==> src/rtl/tmds_clkpat_pkg.sv <==
`timescale 1ns/1ps
package tmds_clkpat_pkg;
  typedef enum logic [1:0] {
    PG_EMPTY = 2'd0,
    PG_ARMED = 2'd1,
    PG_RUN   = 2'd2
  } pg_state_e;

  localparam int unsigned OP_LOAD  = 1;
  localparam int unsigned OP_START = 2;
endpackage

==> src/rtl/tmds_clkpat_regs.sv <==
`timescale 1ns/1ps
module tmds_clkpat_regs #(
  parameter int REG_W        = 32,
  parameter int SLOT_W       = 16,
  parameter int WORD_W       = 10,
  parameter int NUM_SLOTS    = 4,
  parameter int TEST_BIT     = 12,
  parameter int ADDR_W       = 2,
  parameter logic [WORD_W-1:0] DEFAULT_WORD = 10'h01F
) (
  input  logic                             clk,
  input  logic                             rst_n,
  input  logic                             wr_en,
  input  logic [ADDR_W-1:0]                wr_addr,
  input  logic [REG_W-1:0]                 wr_data,
  output logic [NUM_SLOTS-1:0][WORD_W-1:0] shadow_slots,
  output logic                             load_cmd,
  output logic                             start_cmd,
  output logic                             test_en
);
  import tmds_clkpat_pkg::*;

  localparam int SLOTS_PER_REG = REG_W / SLOT_W;
  localparam int NREGS         = NUM_SLOTS / SLOTS_PER_REG;
  localparam int CMD_ADDR      = NREGS;
  localparam int TEST_ADDR     = NREGS + 1;

  logic cmd_hit;
  logic test_hit;

  assign cmd_hit   = wr_en && (wr_addr == ADDR_W'(CMD_ADDR));
  assign test_hit  = wr_en && (wr_addr == ADDR_W'(TEST_ADDR));
  assign load_cmd  = cmd_hit && (wr_data == REG_W'(OP_LOAD));
  assign start_cmd = cmd_hit && (wr_data == REG_W'(OP_START));

  for (genvar s = 0; s < NUM_SLOTS; s++) begin : g_slot
    localparam int REG_IDX = s / SLOTS_PER_REG;
    localparam int LANE    = s % SLOTS_PER_REG;
    always_ff @(posedge clk or negedge rst_n) begin
      if (!rst_n) begin
        shadow_slots[s] <= DEFAULT_WORD;
      end else if (wr_en && (wr_addr == ADDR_W'(REG_IDX))) begin
        shadow_slots[s] <= wr_data[LANE*SLOT_W +: WORD_W];
      end
    end
  end

  always_ff @(posedge clk or negedge rst_n) begin
    if (!rst_n) begin
      test_en <= 1'b0;
    end else if (test_hit) begin
      test_en <= wr_data[TEST_BIT];
    end
  end
endmodule

==> src/rtl/tmds_clkpat_bank.sv <==
`timescale 1ns/1ps
module tmds_clkpat_bank #(
  parameter int WORD_W    = 10,
  parameter int NUM_SLOTS = 4,
  parameter logic [WORD_W-1:0] DEFAULT_WORD = 10'h01F
) (
  input  logic                             clk,
  input  logic                             rst_n,
  input  logic                             load_cmd,
  input  logic                             start_cmd,
  input  logic [NUM_SLOTS-1:0][WORD_W-1:0] shadow_slots,
  output logic [NUM_SLOTS-1:0][WORD_W-1:0] act_slots,
  output logic                             running
);
  import tmds_clkpat_pkg::*;

  pg_state_e state_q;

  always_ff @(posedge clk or negedge rst_n) begin
    if (!rst_n) begin
      state_q <= PG_EMPTY;
    end else if (load_cmd) begin
      state_q <= PG_ARMED;
    end else if (start_cmd && (state_q != PG_EMPTY)) begin
      state_q <= PG_RUN;
    end
  end

  always_ff @(posedge clk or negedge rst_n) begin
    if (!rst_n) begin
      for (int s = 0; s < NUM_SLOTS; s++) begin
        act_slots[s] <= DEFAULT_WORD;
      end
    end else if (load_cmd) begin
      act_slots <= shadow_slots;
    end
  end

  assign running = (state_q == PG_RUN);
endmodule

==> src/rtl/tmds_clkpat_seq.sv <==
`timescale 1ns/1ps
module tmds_clkpat_seq #(
  parameter int WORD_W    = 10,
  parameter int NUM_SLOTS = 4
) (
  input  logic                             clk,
  input  logic                             rst_n,
  input  logic [NUM_SLOTS-1:0][WORD_W-1:0] act_slots,
  input  logic                             running,
  input  logic                             test_en,
  input  logic                             out_ready,
  output logic                             out_valid,
  output logic [WORD_W-1:0]                out_data
);
  localparam int IDX_W = (NUM_SLOTS > 1) ? $clog2(NUM_SLOTS) : 1;
  localparam logic [IDX_W-1:0] LAST_IDX = IDX_W'(NUM_SLOTS - 1);

  logic             emit;
  logic [IDX_W-1:0] idx_q;
  logic             valid_q;

  assign emit = running && test_en;

  always_ff @(posedge clk or negedge rst_n) begin
    if (!rst_n) begin
      valid_q <= 1'b0;
    end else begin
      valid_q <= 1'b1;
    end
  end

  always_ff @(posedge clk or negedge rst_n) begin
    if (!rst_n) begin
      idx_q <= '0;
    end else if (!emit) begin
      idx_q <= '0;
    end else if (valid_q && out_ready) begin
      idx_q <= (idx_q == LAST_IDX) ? '0 : idx_q + 1'b1;
    end
  end

  assign out_valid = valid_q;
  assign out_data  = emit ? act_slots[idx_q] : '0;
endmodule

==> src/rtl/tmds_clkpat_gen.sv <==
`timescale 1ns/1ps
module tmds_clkpat_gen #(
  parameter int REG_W     = 32,
  parameter int SLOT_W    = 16,
  parameter int WORD_W    = 10,
  parameter int NUM_SLOTS = 4,
  parameter int TEST_BIT  = 12,
  parameter logic [WORD_W-1:0] DEFAULT_WORD = 10'h01F,
  localparam int NREGS  = NUM_SLOTS * SLOT_W / REG_W,
  localparam int ADDR_W = $clog2(NREGS + 2)
) (
  input  logic              clk,
  input  logic              rst_n,
  input  logic              wr_en,
  input  logic [ADDR_W-1:0] wr_addr,
  input  logic [REG_W-1:0]  wr_data,
  input  logic              out_ready,
  output logic              out_valid,
  output logic [WORD_W-1:0] out_data
);
  logic [NUM_SLOTS-1:0][WORD_W-1:0] shadow_slots;
  logic [NUM_SLOTS-1:0][WORD_W-1:0] act_slots;
  logic load_cmd;
  logic start_cmd;
  logic test_en;
  logic running;

  tmds_clkpat_regs #(
    .REG_W(REG_W), .SLOT_W(SLOT_W), .WORD_W(WORD_W), .NUM_SLOTS(NUM_SLOTS),
    .TEST_BIT(TEST_BIT), .ADDR_W(ADDR_W), .DEFAULT_WORD(DEFAULT_WORD)
  ) regs_i (
    .clk(clk), .rst_n(rst_n), .wr_en(wr_en), .wr_addr(wr_addr),
    .wr_data(wr_data), .shadow_slots(shadow_slots), .load_cmd(load_cmd),
    .start_cmd(start_cmd), .test_en(test_en)
  );

  tmds_clkpat_bank #(
    .WORD_W(WORD_W), .NUM_SLOTS(NUM_SLOTS), .DEFAULT_WORD(DEFAULT_WORD)
  ) bank_i (
    .clk(clk), .rst_n(rst_n), .load_cmd(load_cmd), .start_cmd(start_cmd),
    .shadow_slots(shadow_slots), .act_slots(act_slots), .running(running)
  );

  tmds_clkpat_seq #(
    .WORD_W(WORD_W), .NUM_SLOTS(NUM_SLOTS)
  ) seq_i (
    .clk(clk), .rst_n(rst_n), .act_slots(act_slots), .running(running),
    .test_en(test_en), .out_ready(out_ready), .out_valid(out_valid),
    .out_data(out_data)
  );
endmodule

==> config.mk <==
export PLATFORM = sky130hd
export DESIGN_NAME = tmds_clkpat_gen
export DESIGN_NICKNAME = d
export VERILOG_FILES = /design/src/rtl/tmds_clkpat_pkg.sv /design/src/rtl/tmds_clkpat_regs.sv /design/src/rtl/tmds_clkpat_bank.sv /design/src/rtl/tmds_clkpat_seq.sv /design/src/rtl/tmds_clkpat_gen.sv
export SDC_FILE = /design/constraint.sdc
export NUM_CORES = 1
export LEC_CHECK = 0
export BUFFER_PORTS_ARGS = -buffer_cell sky130_fd_sc_hd__buf_2
export CAP_MARGIN = 20
export CORE_AREA = 2 2 85 87
export DETAILED_ROUTE_END_ITERATION = 6
export DIE_AREA = 0 0 87 89
export HOLD_SLACK_MARGIN = 0.15
export PLACE_DENSITY_LB_ADDON = 0.12
export SLEW_MARGIN = 20
export SYNTH_ARGS = -nofsm -noshare
export SYNTH_HDL_FRONTEND = slang
export SYNTH_SLANG_ARGS = --single-unit
export TNS_END_PERCENT = 100
==> constraint.sdc <==
create_clock -name clk -period 3.6 [get_ports clk]
set_clock_uncertainty 0.2 [all_clocks]
set_input_delay 0.36 -clock clk [delete_from_list [all_inputs] [get_ports clk]]
set_output_delay 0.36 -clock clk [all_outputs]
set_load 0.02 [all_outputs]
==> results.tsv, run 1 <==
metric	value	unit
hold crit path type	in -> reg	
RePlAce Congestion	0.775	
Routed Antenna Nets	0	
Slew Viols, Final	0	
WL/cell	17.8	um
Cells after Synth	233	
Initial Util	54.9	%
slowest cell on the critical path	nor4_4	
Die H	89	um
Tmin final	3.18	ns
Clock Pin Slew Worst Setup and Hold Paths	0.08	ns
total congestion overflow	0	
Syn Area/Cell	15.8	um2
DR DRC count	0	
setup TNS	0	ns
vias in the first global route	2174	
most frequent cells in the layout	mux2_2 (77), buf_2 (47), dfrtp_1 (46), dfstp_2 (40), dlygate4sd3_1 (23)	
root buffer cell	clkbuf_8	
final setup violating endpoints	0	
Die ar.	7740	um2
number of buffers added on ports	48	
CP Launch Type	input pin	
Fillers	480	
Total Routing Usage GR	19.8	%
Mapped Nets	272	
Least-Margin Pin Slew	0.809	ns
Max FO, Critical Path	18	
Ports	49	
Post-Syn Area	3690	um2
RSZ-0062 raised after global routing	false	
HP Start	wr_en	
period utilization	88.4	%
DP HPWL	4490	um
area grow syn2layout	20.7	%
Worst R2R Start	seq_i.idx_q[0]$_DFFE_PN0P_	
Area contributors post-synth	dfrtp_1 (31%), dfstp_2 (28%), mux2_2 (23%)	
# nets final	347	
num rows	30	
share of layout cells above drive strength 1	62.6	%
commonest non-fill, non-tap cell in the layout	mux2_2	
post-synthesis sequential area ratio	59.7	%
htree depth	3	
Hold Buf Count CTS	23	
count of cell types in the netlist	28	
CTS tree	done	
fin cells	393	
R2R depth	3	
via count	2188	
largest net degree at the start of global routing	87	
cell breakdown of the critical path	dlygate4sd3_1, buf_2, nor4_1, nand3_1, nor4_4, buf_4, mux2_2	
cts bufs inserted	9	
flop-to-flop setup slack	1.86	ns
initial antenna violation count	0	
setup bufs post-CTS	0	
dpl cells	354	
Peak VDD IR	0.327	mV
Worst EP arrival	3.20	ns
CP endpoint kind	flip-flop	
RR Endpoint	seq_i.idx_q[1]$_DFFE_PN0P_	
clock sink total	86	
CTS max path bufs	2	
Hold Path End	regs_i.test_en$_DFFE_PN0P_	
Yosys top cell by area	dfrtp_1	
die width	87	um
worst setup path class	in -> reg	
slowest stage delay, CP	0.62	ns
Final Hold Viols	0	
YS warnings	0	
global-route wire length before repair	11400	um
via-per-instance ratio	5.57	
Static Leak	1.98	nW
CP Data Required Time	3.62	ns
maxcap violations	0	
number of cells upsized or downsized after cts	0	
ANT cells	0	
status	complete, no violations	
final wirelength	6990	um
post-synth top area share	31.2	%
CORE AREA	6720	um2
drt initial violations	90	
pwr dens	471	nW/um2
slew margin rel.	46.1	%
FF+latch count, synth	86	
worst skew pair latency	0.34	ns
first-pass detailed-route iteration total	4	
Fmax	314	MHz
Hold Path Depth	3	
## Yosys cell counts
master and n:
mux2_2 77, dfrtp_1 46, dfstp_2 40, mux4_2 10, nor2b_1 10, nor4_1 7, clkbuf_1 5, buf_6 4
nand2_1 4, nand3_1 4, mux2_1 3, nand3b_1 3, a21oi_1 2, inv_1 2, nor3_1 2, o21ai_0 2
a211oi_1 1, buf_1 1, buf_2 1, conb_1 1, ha_1 1, nand2b_1 1, nand4_1 1, nor2_1 1
nor3b_1 1, nor4_4 1, o31ai_1 1, o41a_1 1
## kinds of logic after synthesis
| logic type | share of synthesized area (%) |
|---|---|
| simple gates | 5.93 |
| compound gates | 1.25 |
| flops | 59.7 |
| fa+ha+maj | 0.339 |
| buf+inv | 2.17 |
| mux | 30.5 |
| other cells | 0.102 |
## layer usage
layer | wire length [um] | vias up | global-route usage (%)
met2 | 3340 | 51 | 30.8
met4 | 109 | 0 | 7.95
met5 | 0 | - | 0
li1 | - | 999 | -
met3 | 212 | 11 | 3.32
met1 | 3330 | 1127 | 28.1
## final cells by class
| cell class | count | area [um2] | share of cell area (%) |
|---|---|---|---|
| Timing Repair Buffer | 75 | 507 | 11.4 |
| Inverter | 2 | 7.51 | 0.169 |
| Multi-Input combinational cell | 134 | 1410 | 31.7 |
| Tap cell | 80 | 100 | 2.25 |
| Clock buffer | 12 | 155 | 3.48 |
| Sequential cell | 86 | 2200 | 49.4 |
| Clock inverter | 4 | 70.1 | 1.57 |
## metrics by stage
step | hold WS, ns | utilization [%] | power (W) | cell area [um2] | worst slack (ns)
after CTS | 0.203 | 66.2 | 0.00212 | 4450 | 0.458
after global placement | 0.270 | 59.5 | 0.00134 | 4000 | 0.767
after detailed placement | 0.275 | 59.5 | 0.00135 | 4000 | 0.719
after global routing | 0.215 | 66.3 | 0.00219 | 4450 | 0.283
final | 0.225 | 66.3 | 0.00210 | 4450 | 0.418
after floorplan | -0.136 | - | 0.00126 | 3690 | 1.46
## where the power goes
part / leakage (nW) / switching, W / total (W) / internal (W)
logic: 0.861 / 0.0000857 / 0.000202 / 0.000117
clock network: 0.116 / 0.000322 / 0.000749 / 0.000427
registers: 1.01 / 0.0000592 / 0.00115 / 0.00109
total: 1.98 / 0.000466 / 0.00210 / 0.00163
## critical path: cells and delay by family
kind,cells,cell delay (ns)
AND/OR/NAND/NOR,3,1.42
buffers and inverters,3,1.05
multiplexers,1,0.36
## worst max-delay path by stage
stage / cells past startpoint / start / slack [ns] / to
3_5_place_dp: 6 / wr_data[3] / 0.72 / bank_i.act_slots[39]$_DFFE_PN0P_
3_3_place_gp: 6 / wr_data[3] / 0.77 / bank_i.act_slots[39]$_DFFE_PN0P_
5_1_grt: 7 / wr_data[3] / 0.28 / bank_i.act_slots[25]$_DFFE_PN0P_
2_1_floorplan: 5 / wr_data[24] / 1.46 / bank_i.act_slots[15]$_DFFE_PN0P_
4_1_cts: 7 / wr_data[3] / 0.46 / bank_i.act_slots[39]$_DFFE_PN0P_
6_report: 7 / wr_data[3] / 0.42 / bank_i.act_slots[39]$_DFFE_PN0P_
## flip-flops by register name, indices dropped and copies added (netlist names)
register / count
bank_i.act_slots: 40
regs_i.shadow_slots: 40
bank_i.state_q: 2
seq_i.idx_q: 2
regs_i.test_en: 1
seq_i.out_valid: 1
(Power assumes the default switching activity.)
==> inputs of run 2 (changes only) <==
- ABC_AREA: default -> 1
- CORE_AREA: 2 2 85 87 -> 2 2 87 89
- DIE_AREA: 0 0 87 89 -> 0 0 89 91
- clock period: 3.6 -> 3.8 ns (I/O delays scaled with it)
==> run 2 against run 1 <==
Area after synthesis is 6.9% higher. Register-to-register slack better by 0.29 ns. Via count up 52%. Critical endpoint is now out_data[0]. Highest routed layer unchanged. Worst hold slack got worse by 0.021 ns. Clock-buffer cell count grew 1. Combinational power fell by 26%. Largest power group unchanged. Critical path depth down 3. Largest cell class unchanged.
==> results.tsv, run 2 <==
metric	value	unit
YS warnings	0	
biggest regs	bank_i.act_slots: 40 flops, regs_i.shadow_slots: 40 flops	
Yosys top cell by area	dfrtp_1	
flop-to-flop setup slack	2.15	ns
commonest non-fill, non-tap cell in the layout	nand2_1	
Worst EP arrival	2.21	ns
pwr dens	400	nW/um2
via count	3328	
Least-Margin Pin Slew	0.752	ns
Hold Path End	regs_i.test_en$_DFFE_PN0P_	
hold crit path type	in -> reg	
vias in the first global route	3121	
Die ar.	8100	um2
WL met1	4380	um
Fmax	358	MHz
Max FO, Critical Path	24	
htree depth	3	
DR DRC count	0	
Final Util	64.8	%
CTS max path bufs	2	
CTS tree	done	
num rows	31	
most common cell in the netlist	nand2_1	
final wirelength	8950	um
FF+latch count, synth	86	
met3 routed WL	536	um
number of flops mapped to enable cells by yosys	0	
count of cell types in the netlist	26	
RSZ-0062 raised after global routing	false	
Final Hold Viols	0	
most frequent cells in the layout	nand2_1 (135), o21ai_0 (101), nor2_1 (64), buf_2 (47), dfrtp_1 (46)	
HP Start	wr_addr[0]	
Overall Power	0.00185	W
CP Data Required Time	3.22	ns
via-per-instance ratio	5.23	
Top FF cell, synth	dfrtp_1	
CP endpoint kind	output pin	
cts bufs inserted	9	
share of layout cells above drive strength 1	21.8	%
CP Launch Type	flip-flop	
Peak VDD IR	0.242	mV
Syn Area/Cell	8.32	um2
Slew Viols, Final	0	
cell breakdown of the critical path	inv_1, o21ai_0, a21oi_1, buf_2	
global-route wire length before repair	15100	um
Routed Antenna Nets	0	
total congestion overflow	0	
Tmin final	2.79	ns
number of cells upsized or downsized after cts	0	
Initial Util	55.3	%
Area contributors post-synth	dfrtp_1 (29%), dfstp_2 (27%), nand2_1 (13%)	
slew margin rel.	49.9	%
setup slack after placement	1.42	ns
post-synthesis sequential area ratio	55.8	%
slowest cell on the critical path	dfrtp_1	
dpl cell area	4180	um2
Fillers	648	
number of buffers added on ports	48	
drt initial violations	269	
root buffer cell	clkbuf_8	
largest net degree at the start of global routing	87	
RR Endpoint	seq_i.idx_q[0]$_DFFE_PN0P_	
period utilization	73.5	%
highest routed layer	met4	
worst skew pair latency	0.36	ns
Top Family by Delay on Critical Path	flip-flops	
worst setup path class	reg -> out	
Mapped Nets	513	
initial antenna violation count	0	
DP HPWL	5810	um
slowest stage delay, CP	0.81	ns
met2 WL post-DR	3850	um
clock sink total	86	
first-pass detailed-route iteration total	4	
ANT cells	0	
final setup violating endpoints	0	
setup TNS	0	ns
Worst R2R Start	seq_i.idx_q[0]$_DFFE_PN0P_	
Post-synth top cells	nand2_1 (135), o21ai_0 (101), nor2_1 (64), dfrtp_1 (46), dfstp_2 (40)	
asr flop ratio synth	100	%
final worst setup slack	1.01	ns
post-synth top area share	29.2	%
Hold Path Depth	4	
# nets final	571	
Die H	91	um
R2R depth	4	
CORE AREA	7140	um2
Post-Syn Area	3940	um2
Ports	49	
maxcap violations	0	
RePlAce Congestion	0.818	
WL/cell	14.1	um
area grow syn2layout	17.4	%
Cells after Synth	474	
final instance area	4630	um2
Total Routing Usage GR	24.2	%
Worst Path Buf+Inv	2	
Clock Pin Slew Worst Setup and Hold Paths	0.09	ns
status	complete, no violations	
Static Leak	2.28	nW
die width	89	um
[run 2: cell types whose count changed after synthesis, moves of 6 or more]
| cell | previous run | this run |
|---|---|---|
| o21ai_0 | 2 | 101 |
| inv_1 | 2 | 25 |
| nand2_1 | 4 | 135 |
| nor2b_1 | 10 | 0 |
| mux4_2 | 10 | 0 |
| a21oi_1 | 2 | 11 |
| clkbuf_1 | 5 | 11 |
| nor4_1 | 7 | 0 |
| mux2_2 | 77 | 0 |
| nor2_1 | 1 | 64 |
| clkbuf_2 | 0 | 8 |
[run 2: layer usage]
metal / global-route usage, % / vias up
li1: - / 1629
met1: 37.5 / 1586
met2: 33.6 / 93
met3: 5.27 / 20
met4: 7.96 / 0
met5: 0 / -
[run 2: worst min-delay path, cell delays in order]
cell     delay [ns]
buf_2          0.12
inv_1          0.08
o21ai_0        0.08
nand2_1        0.06
[run 2: per-stage QoR]
stage	hold WS, ns	instances
2_1_floorplan	-0.116	474
3_3_place_gp	0.255	596
3_5_place_dp	0.256	596
4_1_cts	0.194	636
5_1_grt	0.230	636
6_report	0.204	636
[run 2: worst max path at each step]
stage	start	end	slack, ns	cells after the start
after floorplan	seq_i.idx_q[0]$_DFFE_PN0P_	out_data[0]	2.05	4
after global placement	wr_data[25]	bank_i.act_slots[23]$_DFFE_PN1P_	1.44	8
after detailed placement	seq_i.idx_q[0]$_DFFE_PN0P_	out_data[0]	1.42	4
after CTS	seq_i.idx_q[0]$_DFFE_PN0P_	out_data[0]	1.02	4
after global routing	seq_i.idx_q[0]$_DFFE_PN0P_	out_data[7]	0.78	4
final	seq_i.idx_q[0]$_DFFE_PN0P_	out_data[0]	1.01	4
[run 2: where the power goes]
part	internal [W]	leakage (nW)	switching [W]
Clock	0.000321	0.105	0.000328
Sequential	0.00101	1.02	0.0000403
Combinational	0.0000647	1.15	0.0000839
Total	0.00140	2.28	0.000453
[run 2: final cells by class]
type                            instances  area, um2  share of cell area [%]
Timing Repair Buffer                   74        502                    10.8
Multi-Input combinational cell        334       1500                    32.3
Tap cell                               99        124                    2.68
Inverter                               27        101                    2.19
Sequential cell                        86       2200                    47.6
Clock inverter                          3       21.3                   0.460
Clock buffer                           13        181                    3.92
[run 2: what timing repair did]
| item | CTS | global route |
|---|---|---|
| hold buffers | 24 | 0 |
| endpoints found under the hold margin | 86 | 0 |
| buffers inserted | 0 | 0 |
[run 2: cells by family (layout without fill, tap and decap cells)]
logic type,count (synthesis),count (layout),synth area share (%)
AO/OA/AOI/OAI,114,114,14.5
adder cells (fa/ha/maj),1,1,0.317
buffers and inverters,54,117,6.22
flip-flops,86,86,55.8
other,1,1,0.0951
AND/OR/NAND/NOR,218,218,23.0
==> inputs of run 3 (changes only) <==
- clock period: 3.8 -> 2.68 ns (I/O delays scaled with it)
==> run 3 against run 2 <==
Via count down 0.57%. Combinational power increased by 47%. Core utilization rose by 1.1 points. Non-clock buffer count increased by 7. Final cell count grew 1.1%. Design area up 1.8%. Sequential share of layout area down 0.82 points. Clock power is 58% higher. Critical path type is now in -> reg. Largest cell class unchanged. Highest routed layer unchanged.
==> results.tsv, run 3 (synthesis results as in run 2) <==
metric	value	unit
Initial Util	55.3	%
final worst setup slack	0.361	ns
Clock Pin Slew Worst Setup and Hold Paths	0.08	ns
period utilization	86.5	%
CP Data Required Time	2.72	ns
DR DRC count	0	
final wirelength	9270	um
vias in the first global route	3222	
total congestion overflow	0	
first-pass detailed-route iteration total	5	
pwr dens	583	nW/um2
initial antenna violation count	0	
WL/cell	14.4	um
largest net degree at the start of global routing	74	
CP Launch Type	input pin	
status	complete, no violations	
Die H	91	um
DP HPWL	6080	um
setup slack after placement	0.562	ns
worst skew pair latency	0.36	ns
Routed Antenna Nets	0	
CTS tree	done	
Total Routing Usage GR	25.5	%
area grow syn2layout	19.4	%
RSZ-0062 raised after global routing	false	
commonest non-fill, non-tap cell in the layout	nand2_1	
R2R depth	4	
# nets final	578	
Final Hold Viols	0	
hold crit path type	in -> reg	
Die ar.	8100	um2
HP Start	wr_data[10]	
CTS max path bufs	2	
setup TNS	0	ns
CP endpoint kind	flip-flop	
worst setup path class	in -> reg	
RePlAce Congestion	0.932	
CORE AREA	7140	um2
share of layout cells above drive strength 1	22.8	%
Max FO, Critical Path	3	
Fmax	431	MHz
final setup violating endpoints	0	
biggest regs	bank_i.act_slots: 40 flops, regs_i.shadow_slots: 40 flops	
CP startpoint	wr_en	
Tmin final	2.32	ns
drt initial violations	260	
most frequent cells in the layout	nand2_1 (135), o21ai_0 (101), nor2_1 (64), buf_2 (47), dfrtp_1 (46)	
num rows	31	
Fillers	657	
global-route wire length before repair	15800	um
Peak VDD IR	0.287	mV
Ports	49	
cts bufs inserted	9	
die width	89	um
number of buffers added on ports	48	
via-per-instance ratio	5.15	
Worst EP arrival	2.36	ns
via count	3309	
maxcap violations	0	
root buffer cell	clkbuf_8	
slew margin rel.	40.3	%
clock sink total	86	
number of cells upsized or downsized after cts	0	
Hold Path Depth	7	
Least-Margin Pin Slew	0.895	ns
Slew Viols, Final	0	
ANT cells	0	
htree depth	3	
Worst R2R Start	seq_i.idx_q[0]$_DFFE_PN0P_	
setup bufs post-CTS	0	
Static Leak	2.32	nW
## run 3: what timing repair did
action                                  CTS  global route
hold buffers                             26             0
endpoints found under the hold margin    89             0
endpoints found under the setup margin    0             0
## run 3: area by class of cell
cell class	count	area, um2	area share (%)
tap	99	124	2.63
clock buffer	10	138	2.92
clock inverter	6	92.6	1.97
sequential	86	2200	46.8
timing repair buffer	81	556	11.8
multi-input combinational	334	1500	31.8
inverter	27	101	2.15
## run 3: worst max-delay path: stages
cell           delay (ns)
dlygate4sd3_1        0.54
buf_2                0.14
nand2_1              0.11
inv_1                0.06
nand3_1              0.07
dlygate4sd3_1        0.55
nand2_1              0.06
dlygate4sd3_1        0.57
## run 3: through the flow
stage          hold WS [ns]  total power, W  std cells  util, %  instance area (um2)
2_1_floorplan        -0.228         0.00160        474        -                 3940
3_3_place_gp          0.253         0.00169        601     59.1                 4220
3_5_place_dp          0.251         0.00170        601     59.1                 4220
4_1_cts               0.151         0.00277        643     66.0                 4710
5_1_grt               0.206         0.00288        643     66.0                 4710
6_report              0.166         0.00274        643     66.0                 4710
## run 3: worst paths after layout
check | slack [ns] | endpoint
max in group asynchronous | 1.11 | bank_i.act_slots[30]$_DFFE_PN1P_
setup / recovery | 0.36 | regs_i.test_en$_DFFE_PN0P_
min in group asynchronous | 0.38 | bank_i.act_slots[5]$_DFFE_PN0P_
hold reg to reg | 0.27 | bank_i.act_slots[20]$_DFFE_PN1P_
setup reg to reg | 1.25 | seq_i.idx_q[1]$_DFFE_PN0P_
hold / removal | 0.17 | bank_i.state_q[0]$_DFFE_PN0P_
## run 3: power by group
part / switching, W / leakage [nW] / internal, W / total [W]
combinational: 0.000122 / 1.18 / 0.0000972 / 0.000219
clock: 0.000475 / 0.117 / 0.000557 / 0.00103
sequential: 0.0000603 / 1.02 / 0.00143 / 0.00149
total: 0.000657 / 2.32 / 0.00209 / 0.00274
## run 3: per-layer routing
layer	global-route usage, %	up-vias	share of wire (%)
li1	-	1642	-
met1	39.5	1548	50
met5	0	-	0
met3	5.36	16	4.6
met2	36.1	103	43
met4	7.84	0	2.0
